==> src/rtl/rbg_pkg.sv <==
package rbg_pkg;

  localparam int DW  = 16;
  localparam int IDW = 8;
  localparam int AW  = 3;

  localparam logic [AW-1:0] A_CTRL = 3'd0;
  localparam logic [AW-1:0] A_LEN  = 3'd1;
  localparam logic [AW-1:0] A_MASK = 3'd2;
  localparam logic [AW-1:0] A_ID   = 3'd3;
  localparam logic [AW-1:0] A_RUN  = 3'd4;

  localparam int MIN_LEN = 2;
  localparam int CELL    = 3;

  typedef enum logic [1:0] {
    MODE_ZERO = 2'b00,
    MODE_SEQ  = 2'b01,
    MODE_PRNG = 2'b10,
    MODE_RSVD = 2'b11
  } mode_e;

  typedef struct packed {
    logic  keep_len;   // control bit 6
    logic  rand_len;   // control bit 3
    logic  no_end;     // control bit 2
    mode_e mode;       // control bits 1-0
  } cfg_t;

  typedef enum logic [1:0] {
    ST_IDLE = 2'd0,
    ST_SIZE = 2'd1,
    ST_EMIT = 2'd2
  } st_e;

  function automatic logic [DW-1:0] lfsr_step(input logic [DW-1:0] s,
                                               input logic [DW-1:0] taps);
    return s[0] ? ((s >> 1) ^ taps) : (s >> 1);
  endfunction

  function automatic logic [DW-1:0] clamp_min(input logic [DW-1:0] v);
    return (v < DW'(MIN_LEN)) ? DW'(MIN_LEN) : v;
  endfunction

  function automatic logic [DW-1:0] round_cell(input logic [DW-1:0] v);
    logic [1:0] rem;
    rem = 2'(v % DW'(CELL));
    case (rem)
      2'd1:    return v + DW'(2);
      2'd2:    return v + DW'(1);
      default: return v;
    endcase
  endfunction

  function automatic logic [DW-1:0] make_word(input mode_e mode,
                                              input logic [DW-1:0] seq,
                                              input logic [DW-1:0] rnd,
                                              input logic [IDW-1:0] id,
                                              input logic second);
    logic [DW-1:0] w;
    case (mode)
      MODE_SEQ: begin
        w = seq;
        if (second && (id != '0)) w[DW-1 -: IDW] = id;
      end
      MODE_PRNG: w = rnd;
      default:   w = '0;
    endcase
    return w;
  endfunction

endpackage

==> src/rtl/rbg_regs.sv <==
module rbg_regs
  import rbg_pkg::*;
(
  input  logic            clk,
  input  logic            rst_n,
  input  logic            wr_en,
  input  logic [AW-1:0]   wr_addr,
  input  logic [DW-1:0]   wr_data,
  output cfg_t            cfg,
  output logic [DW-1:0]   len_reg,
  output logic [DW-1:0]   mask_reg,
  output logic [IDW-1:0]  id_reg,
  output logic            run
);

  always_ff @(posedge clk or negedge rst_n) begin
    if (!rst_n) begin
      cfg      <= '0;
      len_reg  <= '0;
      mask_reg <= '0;
      id_reg   <= '0;
      run      <= 1'b0;
    end else if (wr_en) begin
      case (wr_addr)
        A_CTRL: cfg <= '{keep_len: wr_data[6], rand_len: wr_data[3],
                         no_end: wr_data[2], mode: mode_e'(wr_data[1:0])};
        A_LEN:  len_reg  <= wr_data;
        A_MASK: mask_reg <= wr_data;
        A_ID:   id_reg   <= wr_data[IDW-1:0];
        A_RUN:  run      <= wr_data[7];
        default: ;
      endcase
    end
  end

endmodule

==> src/rtl/rbg_lfsr.sv <==
module rbg_lfsr
  import rbg_pkg::*;
#(
  parameter logic [DW-1:0] SEED = 16'hACE1,
  parameter logic [DW-1:0] TAPS = 16'hB400
) (
  input  logic          clk,
  input  logic          rst_n,
  input  logic          adv,
  output logic [DW-1:0] state
);

  always_ff @(posedge clk or negedge rst_n) begin
    if (!rst_n)   state <= SEED;
    else if (adv) state <= lfsr_step(state, TAPS);
  end

endmodule

==> src/rtl/rbg_sizer.sv <==
module rbg_sizer
  import rbg_pkg::*;
(
  input  cfg_t          cfg,
  input  logic [DW-1:0] len_reg,
  input  logic [DW-1:0] mask_reg,
  input  logic [DW-1:0] rnd,
  output logic [DW-1:0] burst_len
);

  logic [DW-1:0] raw_len;
  logic [DW-1:0] floor_len;

  always_comb begin
    raw_len   = cfg.rand_len ? (rnd & ~mask_reg) : len_reg;
    floor_len = clamp_min(raw_len);
    burst_len = cfg.keep_len ? floor_len : round_cell(floor_len);
  end

endmodule

==> src/rtl/rbg_word.sv <==
module rbg_word
  import rbg_pkg::*;
(
  input  mode_e          mode,
  input  logic [DW-1:0]  seq,
  input  logic [DW-1:0]  rnd,
  input  logic [IDW-1:0] id,
  input  logic [1:0]     cell_pos,
  output logic [DW-1:0]  word
);

  always_comb word = make_word(mode, seq, rnd, id, cell_pos == 2'd1);

endmodule

==> src/rtl/rbg_burst_gen.sv <==
module rbg_burst_gen
  import rbg_pkg::*;
#(
  parameter logic [15:0] LFSR_SEED = 16'hACE1,
  parameter logic [15:0] LFSR_TAPS = 16'hB400
) (
  input  logic        clk,
  input  logic        rst_n,
  input  logic        wr_en,
  input  logic [2:0]  wr_addr,
  input  logic [15:0] wr_data,
  output logic [15:0] dout,
  output logic        dout_valid,
  output logic        dout_last
);

  cfg_t           cfg;
  logic [DW-1:0]  len_reg, mask_reg, burst_len;
  logic [IDW-1:0] id_reg;
  logic           run;
  logic [DW-1:0]  lfsr_q;
  logic           lfsr_adv;

  st_e            state;
  logic [DW-1:0]  cur_len;
  logic [DW-1:0]  idx;
  logic [1:0]     cell_pos;
  mode_e          mode_q;
  logic           sup_q;
  logic [DW-1:0]  seq_cnt;
  logic [DW-1:0]  word;

  // named events for the checker
  logic ev_size, ev_emit, ev_end, seq_adv, keep_len;

  rbg_regs u_regs (
    .clk(clk), .rst_n(rst_n), .wr_en(wr_en), .wr_addr(wr_addr),
    .wr_data(wr_data), .cfg(cfg), .len_reg(len_reg), .mask_reg(mask_reg),
    .id_reg(id_reg), .run(run)
  );

  rbg_lfsr #(.SEED(LFSR_SEED), .TAPS(LFSR_TAPS)) u_lfsr (
    .clk(clk), .rst_n(rst_n), .adv(lfsr_adv), .state(lfsr_q)
  );

  rbg_sizer u_sizer (
    .cfg(cfg), .len_reg(len_reg), .mask_reg(mask_reg), .rnd(lfsr_q),
    .burst_len(burst_len)
  );

  rbg_word u_word (
    .mode(mode_q), .seq(seq_cnt), .rnd(lfsr_q), .id(id_reg),
    .cell_pos(cell_pos), .word(word)
  );

  assign ev_size  = (state == ST_SIZE);
  assign ev_emit  = (state == ST_EMIT);
  assign ev_end   = ev_emit && (idx == cur_len - DW'(1));
  assign seq_adv  = ev_emit && (mode_q == MODE_SEQ);
  assign keep_len = cfg.keep_len;
  assign lfsr_adv = (ev_size && cfg.rand_len) || (ev_emit && mode_q == MODE_PRNG);

  always_ff @(posedge clk or negedge rst_n) begin
    if (!rst_n) begin
      state    <= ST_IDLE;
      cur_len  <= DW'(MIN_LEN);
      idx      <= '0;
      cell_pos <= '0;
      mode_q   <= MODE_ZERO;
      sup_q    <= 1'b0;
      seq_cnt  <= '0;
    end else begin
      case (state)
        ST_IDLE: if (run) state <= ST_SIZE;
        ST_SIZE: begin
          cur_len  <= burst_len;
          mode_q   <= cfg.mode;
          sup_q    <= cfg.no_end;
          idx      <= '0;
          cell_pos <= '0;
          state    <= ST_EMIT;
        end
        ST_EMIT: begin
          idx      <= idx + DW'(1);
          cell_pos <= (cell_pos == 2'(CELL - 1)) ? 2'd0 : cell_pos + 2'd1;
          if (seq_adv) seq_cnt <= seq_cnt + DW'(1);
          if (ev_end)  state <= run ? ST_SIZE : ST_IDLE;
        end
        default: state <= ST_IDLE;
      endcase
    end
  end

  assign dout       = ev_emit ? word : '0;
  assign dout_valid = ev_emit;
  assign dout_last  = ev_end && !sup_q;

endmodule

==> config.mk <==
export PLATFORM = sky130hd
export DESIGN_NAME = rbg_burst_gen
export DESIGN_NICKNAME = d
export VERILOG_FILES = /design/src/rtl/rbg_pkg.sv /design/src/rtl/rbg_regs.sv /design/src/rtl/rbg_lfsr.sv /design/src/rtl/rbg_sizer.sv /design/src/rtl/rbg_word.sv /design/src/rtl/rbg_burst_gen.sv
export SDC_FILE = /design/constraint.sdc
export NUM_CORES = 1
export LEC_CHECK = 0
export ABC_AREA = 1
export BUFFER_PORTS_ARGS = -buffer_cell sky130_fd_sc_hd__buf_2
export CORE_ASPECT_RATIO = 0.75
export CORE_MARGIN = 5
export CORE_UTILIZATION = 64
export DETAILED_ROUTE_END_ITERATION = 10
export GPL_TIMING_DRIVEN = 0
export PLACE_DENSITY_LB_ADDON = 0.2
export SLEW_MARGIN = 20
export SYNTH_ARGS = -nofsm -noshare
export SYNTH_HDL_FRONTEND = slang
export SYNTH_HIERARCHICAL = 1
export SYNTH_SLANG_ARGS = --single-unit
==> constraint.sdc <==
create_clock -name clk -period 17.3 [get_ports clk]
set_input_delay 1.73 -clock clk [delete_from_list [all_inputs] [get_ports clk]]
set_output_delay 1.73 -clock clk [all_outputs]
set_load 0.02 [all_outputs]
## Word level (Yosys, flattened, before mapping)

Index checks and enable logic that the tools add are counted.

| operators by class | value |
|---|---|
| $add $sub $neg | 6 |
| $mul | 0 |
| div/mod/pow operators | 1 |
| $lt $le $gt $ge | 1 |
| equality and inequality tests | 15 |
| shift-type cells | 0 |
| muxes and demuxes | 15 |
| bitwise operators | 3 |
| reductions and logical operators | 19 |

Operators by type and width:

| operator | number |
|---|---|
| one-hot mux 16 bit (2 select lines) | 3 |
| 2-to-1 mux 16 bit | 5 |
| adder 16 x 1 -> 16 bit (second input constant) | 3 |
| adder 16 x 2 -> 16 bit (second input constant) | 1 |
| AND 16 bit | 1 |
| equality test 16 bit | 1 |
| < comparator 16 x 2 -> 1 bit (second input constant) | 1 |
| remainder unit 16 x 2 -> 16 bit (second input constant) | 1 |
| NOT 16 bit | 1 |
| subtractor 16 x 1 -> 16 bit (second input constant) | 1 |
| AND reduction 2 bit | 7 |
| equality test 2 x 1 -> 1 bit (second input constant) | 4 |
| equality test 2 bit (second input constant) | 4 |
| 2-to-1 mux 8 bit | 1 |
| nonzero test 8 bit | 1 |
| equality test 3 x 2 -> 1 bit (second input constant) | 2 |
| logical AND 1 bit | 6 |
| 2-to-1 mux 2 bit | 3 |
| one-hot mux 2 bit (3 select lines) | 1 |
| inequality test 2 x 1 -> 1 bit (second input constant) | 2 |
| NOT 3 -> 4 bit | 1 |
| one-hot mux 2 bit (2 select lines) | 1 |
| equality test 3 x 1 -> 1 bit (second input constant) | 1 |
| equality test 3 bit (second input constant) | 1 |
| 7 further kinds | 7 |

| storage, ports and cells | value |
|---|---|
| flip-flop bits (word level) | 117 |
| latch bits | 0 |
| memory bits (writable) | 0 |
| memory bits (read-only) | 0 |
| input bits | 22 |
| output and inout bits | 18 |
| word-level logic and storage cells | 76 |
| memories | 0 |

## Depth between registers and ports, before layout

| depth | value |
|---|---|
| depth after elaboration | 9 |
| depth in mapped cells | 112 |
| depth with buffers taken out | 110 |

## Cells and area by module

Netlist, hierarchy kept.

By module, submodules not included:

| module | instances | cells an instance | area an instance (µm²) | seq. area each (µm²) |
|---|---|---|---|---|
| rbg_sizer | 1 | 908 | 4705.8 | 0.0 |
| rbg_burst_gen | 1 | 429 | 3300.7 | 1377.6 |
| rbg_regs | 1 | 211 | 1903.1 | 1151.1 |
| rbg_lfsr | 1 | 74 | 671.9 | 410.4 |
| rbg_word | 1 | 102 | 513.0 | 0.0 |

## Worst setup path before layout

OpenSTA, ideal clock, no wires.

| timing path | value |
|---|---|
| path type | flip-flop to flip-flop |
| start | register, netlist name u_regs/cfg[3] |
| end | register cur_len[15] |
| setup time | 0.125 ns |
| arrival | 12.059 ns |
| data required time | 17.175 ns |
| setup slack | 5.117 ns |
| stages on the path, launching flop included | 96 |
| path buffers | 3 |
| period minus slack after synthesis | 12.183 ns |
| path through | dfrtp_1 buf_6 buf_6 o21ai_1 inv_1 nor4_1 nand3_1 nand2_1 inv_1 ha_1 nor2_2 nand3_2 nor2_4 nand2_1 nor2_2 nand3_1 nand2_1 nor2_1 [... 60 more ...] inv_1 nand3_1 nor3_4 nand3_2 xor2_1 inv_1 ha_1 nor2_1 nand2_2 xor2_1 ha_1 nor2_1 inv_1 a21oi_1 o21ai_0 o21ai_0 o31ai_1 mux2_2 |

| on the way | value |
|---|---|
| cells in the longest elaborated chain, start to end | 7 |
| elaborated cells on any way between the ends | 10 |
| classes of those cells | add/sub: 2; div: 1; order compare: 1; eq/ne: 2; mux: 4 |

RTL lines:

| item | line | RTL |
|---|---|---|
| 2-to-1 mux 16 bit (*) | rbg_sizer.sv:15 | `raw_len = cfg.rand_len ? (rnd & ~mask_reg) : len_reg;` |
| < comparator 16 x 2 -> 1 bit | rbg_pkg.sv:42 | `return (v < DW'(MIN_LEN)) ? DW'(MIN_LEN) : v;` |
| 2-to-1 mux 16 bit (*) | rbg_pkg.sv:42 |  |
| remainder unit 16 x 2 -> 16 bit | rbg_pkg.sv:47 | `rem = 2'(v % DW'(CELL));` |
| equality test 2 bit or equality test 2 x 1 -> 1 bit (tied branches) | rbg_pkg.sv:48 | `case (rem)` |
| one-hot mux 16 bit (2 select lines) | rbg_pkg.sv:48 |  |
| 2-to-1 mux 16 bit (*) | rbg_sizer.sv:17 | `burst_len = cfg.keep_len ? floor_len : round_cell(floor_len);` |
| named net burst_len[15] | rbg_burst_gen.sv:18 | `logic [DW-1:0] len_reg, mask_reg, burst_len;` |
| end signal, assigned | rbg_burst_gen.sv:66 | `cur_len <= DW'(MIN_LEN);` |
| end signal, assigned | rbg_burst_gen.sv:76 | `cur_len <= burst_len;` |
| end, declared | rbg_burst_gen.sv:25 | `logic [DW-1:0] cur_len;` |

The timed path passes the listed nets; every way through them passes the cells marked *.
A chain may end at the register's enable or synchronous reset.

## Worst setup path in the final report

| timing path | value |
|---|---|
| start | register, netlist name u_regs/cfg[3] |
| end | register cur_len[15] |

| on the way | value |
|---|---|
| cells in the longest elaborated chain, start to end | 7 |
| elaborated cells on any way between the ends | 10 |
| classes of those cells | add/sub: 2; div: 1; order compare: 1; eq/ne: 2; mux: 4 |

RTL lines:

| item | line |
|---|---|
| 2-to-1 mux 16 bit (*) | rbg_sizer.sv:15 |
| < comparator 16 x 2 -> 1 bit | rbg_pkg.sv:42 |
| 2-to-1 mux 16 bit (*) | rbg_pkg.sv:42 |
| remainder unit 16 x 2 -> 16 bit | rbg_pkg.sv:47 |
| equality test 2 bit or equality test 2 x 1 -> 1 bit (tied branches) | rbg_pkg.sv:48 |
| one-hot mux 16 bit (2 select lines) | rbg_pkg.sv:48 |
| 2-to-1 mux 16 bit (*) | rbg_sizer.sv:17 |
| named net burst_len[15] | rbg_burst_gen.sv:18 |

Marked as above.

==> results_dict.tcl <==
set metrics [dict create \
    antenna_found_initial 0 \
    rsz0062_at_grt "no" \
    cpMostUsedCell "nand2_1" \
    area_growth_pct 10.3 \
    critPathLaunch "u_regs/cfg[3]" \
    synth_ff_type "dfrtp_1" \
    viasPerCell 5.68 \
    drcViolationCount 0 \
    cts_tree "built" \
    min_path_type "reg -> reg" \
    n_fill_cell 1403 \
    async_flop_share_pct 100 \
    antennaDiodeCount 0 \
    drive_gt1_share_pct 17.0 \
    synth-seq-cells 117 \
    root_buffer "clkbuf_16" \
    ys_types 63 \
    routedWlPerCell_um 15.3 \
    numPortBuffers 39 \
    vias 11400 \
    insertion_delay_ns 0.42 \
    totalWireLength_um 30800 \
    fmax_mhz 64.3 \
    die_y_um 124 \
    fin_nets 1826 \
    fin_crit_sh_pct 89.9 \
    dp_hpwl_um 23300 \
    initial_core_util_pct 65.5 \
    grt_pass1_vias 10300 \
    cts-htree-levels 4 \
    path_class "reg -> reg" \
    final_common_cell "nand2_1" \
    drtIter0Drc 1596 \
    start_kind "register" \
    slew_viol_final 0 \
    clock_path_buffers 2 \
    clock_sinks 117 \
    synth_edf_count 0 \
    rows 41 \
    path_delay_family "simple AND/OR/NAND/NOR gates" \
    dr.pass1.iters 8 \
    ant_nets 0 \
    relSlewSlack_pct 56.3 \
    die-area_um2 20100 \
    endpoint_kind "register" \
    synth.avg_cell_area_um2 6.44 \
    clk_pin_slew_worst_paths_ns 0.06 \
    path_buf_inv 15 \
    period_needed_ns 15.54 \
    ys_seq_area_share_pct 26.5 \
    worstPathArrival_ns 15.84 \
    core_area_um2 16900 \
    hold_violations 0 \
    grt.total_usage_pct 31.2 \
    final_cell_mix "580 x nand2_1, 207 x inv_1, 194 x nand3_1" \
    status "finished, final reports clean" \
    hold_start "u_regs/mask_reg[8]" \
    finalSetupViolCount 0 \
    cts.hold.buffers_added 0 \
    cp_max_fo 10 \
    pin_count 40 \
    r2r-start "u_regs/cfg[3]" \
    cts_buffers 17 \
    worst_pin_slew_ns 0.639 \
    syn_inst 1724 \
    grt_overflow_total 0 \
    synth_warnings 6 \
    grt_pass1_wl_um 50800 \
    place.gp.congestion 0.952 \
    critPathSlowestCell "dfrtp_1" \
    worstPathRequired_ns 17.60 \
    synth_fp_nets 1767 \
    fp.dieW_um 162 \
    cts_setup_buffers 0 \
    grt_max_degree 81 \
    tns_ns 0 \
    postLayoutCoreUtil_pct 72.3 \
    cp_slowest_stage_delay_ns 0.51 \
    timing.reg2reg.setup_slack_ns 1.76 \
    finalClockSkew_ns 0.00938 \
    cts_resized 0 \
    maxCapViolations 0 \
    synth.cell_area_um2 11100 \
]
## stage by stage
| step | worst slack (ns) | hold slack, ns | cell area, um^2 | std cells |
|---|---|---|---|---|
| after floorplan | 5.12 | 0.433 | 11100 | 1724 |
| after global placement | 2.53 | 0.445 | 11600 | 1978 |
| after detailed placement | 2.25 | 0.454 | 11600 | 1979 |
| after CTS | 2.15 | 0.468 | 12200 | 2011 |
| after global routing | 0.435 | 0.490 | 12200 | 2011 |
| final | 1.76 | 0.466 | 12200 | 2011 |
## worst min-delay path, stage by stage (launching register included)
cell     delay, ns
dfrtp_1       0.34
nand2_1       0.05
nand2_1       0.04
## logic make-up (layout without fill, tap and decap cells)
kind of cell	Yosys count	in the layout	share of synthesized area, %
AND/OR/NAND/NOR	1108	1108	48.1
flip-flops	117	117	26.5
multiplexers	7	7	0.711
XOR/XNOR	45	45	3.55
AO/OA/AOI/OAI	149	149	8.01
buffers and inverters	277	349	10.7
adder cells (fa/ha/maj)	21	21	2.37
## area by class of cell
class                           count  area, um^2  area share, %
Multi-Input combinational cell   1330        6960           56.9
Buffer                             37         280           2.29
Clock inverter                     13         194           1.58
Inverter                          240         912           7.45
Timing Repair Buffer               40         229           1.87
Clock buffer                       19         453           3.70
Sequential cell                   117        2940           24.0
Tap cell                          215         269           2.20
## worst paths after layout
kind,cells past startpoint,to
max,98,cur_len[15]
min reg2reg,2,u_regs/mask_reg[8]
max in group asynchronous,2,u_lfsr/state[5]
max reg2reg,98,cur_len[15]
min in group asynchronous,1,seq_cnt[11]
min,2,u_regs/mask_reg[8]
## cell usage after synthesis, types with 12 or more instances
cell type / count / area, um^2
nand3_2: 24 / 240
nor3_1: 17 / 85.1
dfrtp_1: 108 / 2700
nand2_1: 580 / 2180
a21oi_1: 42 / 210
xor2_1: 30 / 263
nand4_1: 33 / 206
nor2_2: 28 / 175
o21ai_0: 58 / 290
inv_1: 207 / 777
nand2_4: 12 / 135
nor2_4: 21 / 236
nand3_1: 194 / 971
ha_1: 21 / 263
xnor2_1: 15 / 131
inv_2: 25 / 93.8
nand2_2: 48 / 300
nor2_1: 114 / 428
## per-layer routing
layer / routed length [um] / track usage (%) / part of all wire [%] / vias up
met5: 0 / 0 / 0 / -
met4: 466 / 7.87 / 1.5 / 0
met3: 3240 / 6.32 / 11 / 55
met2: 12800 / 46.3 / 42 / 528
met1: 14300 / 46.8 / 46 / 5215
li1: - / - / - / 5631
Power is left out: the tool's default activity adds up to more than one toggle a clock period on the data nets, which glitch-free logic cannot reach.
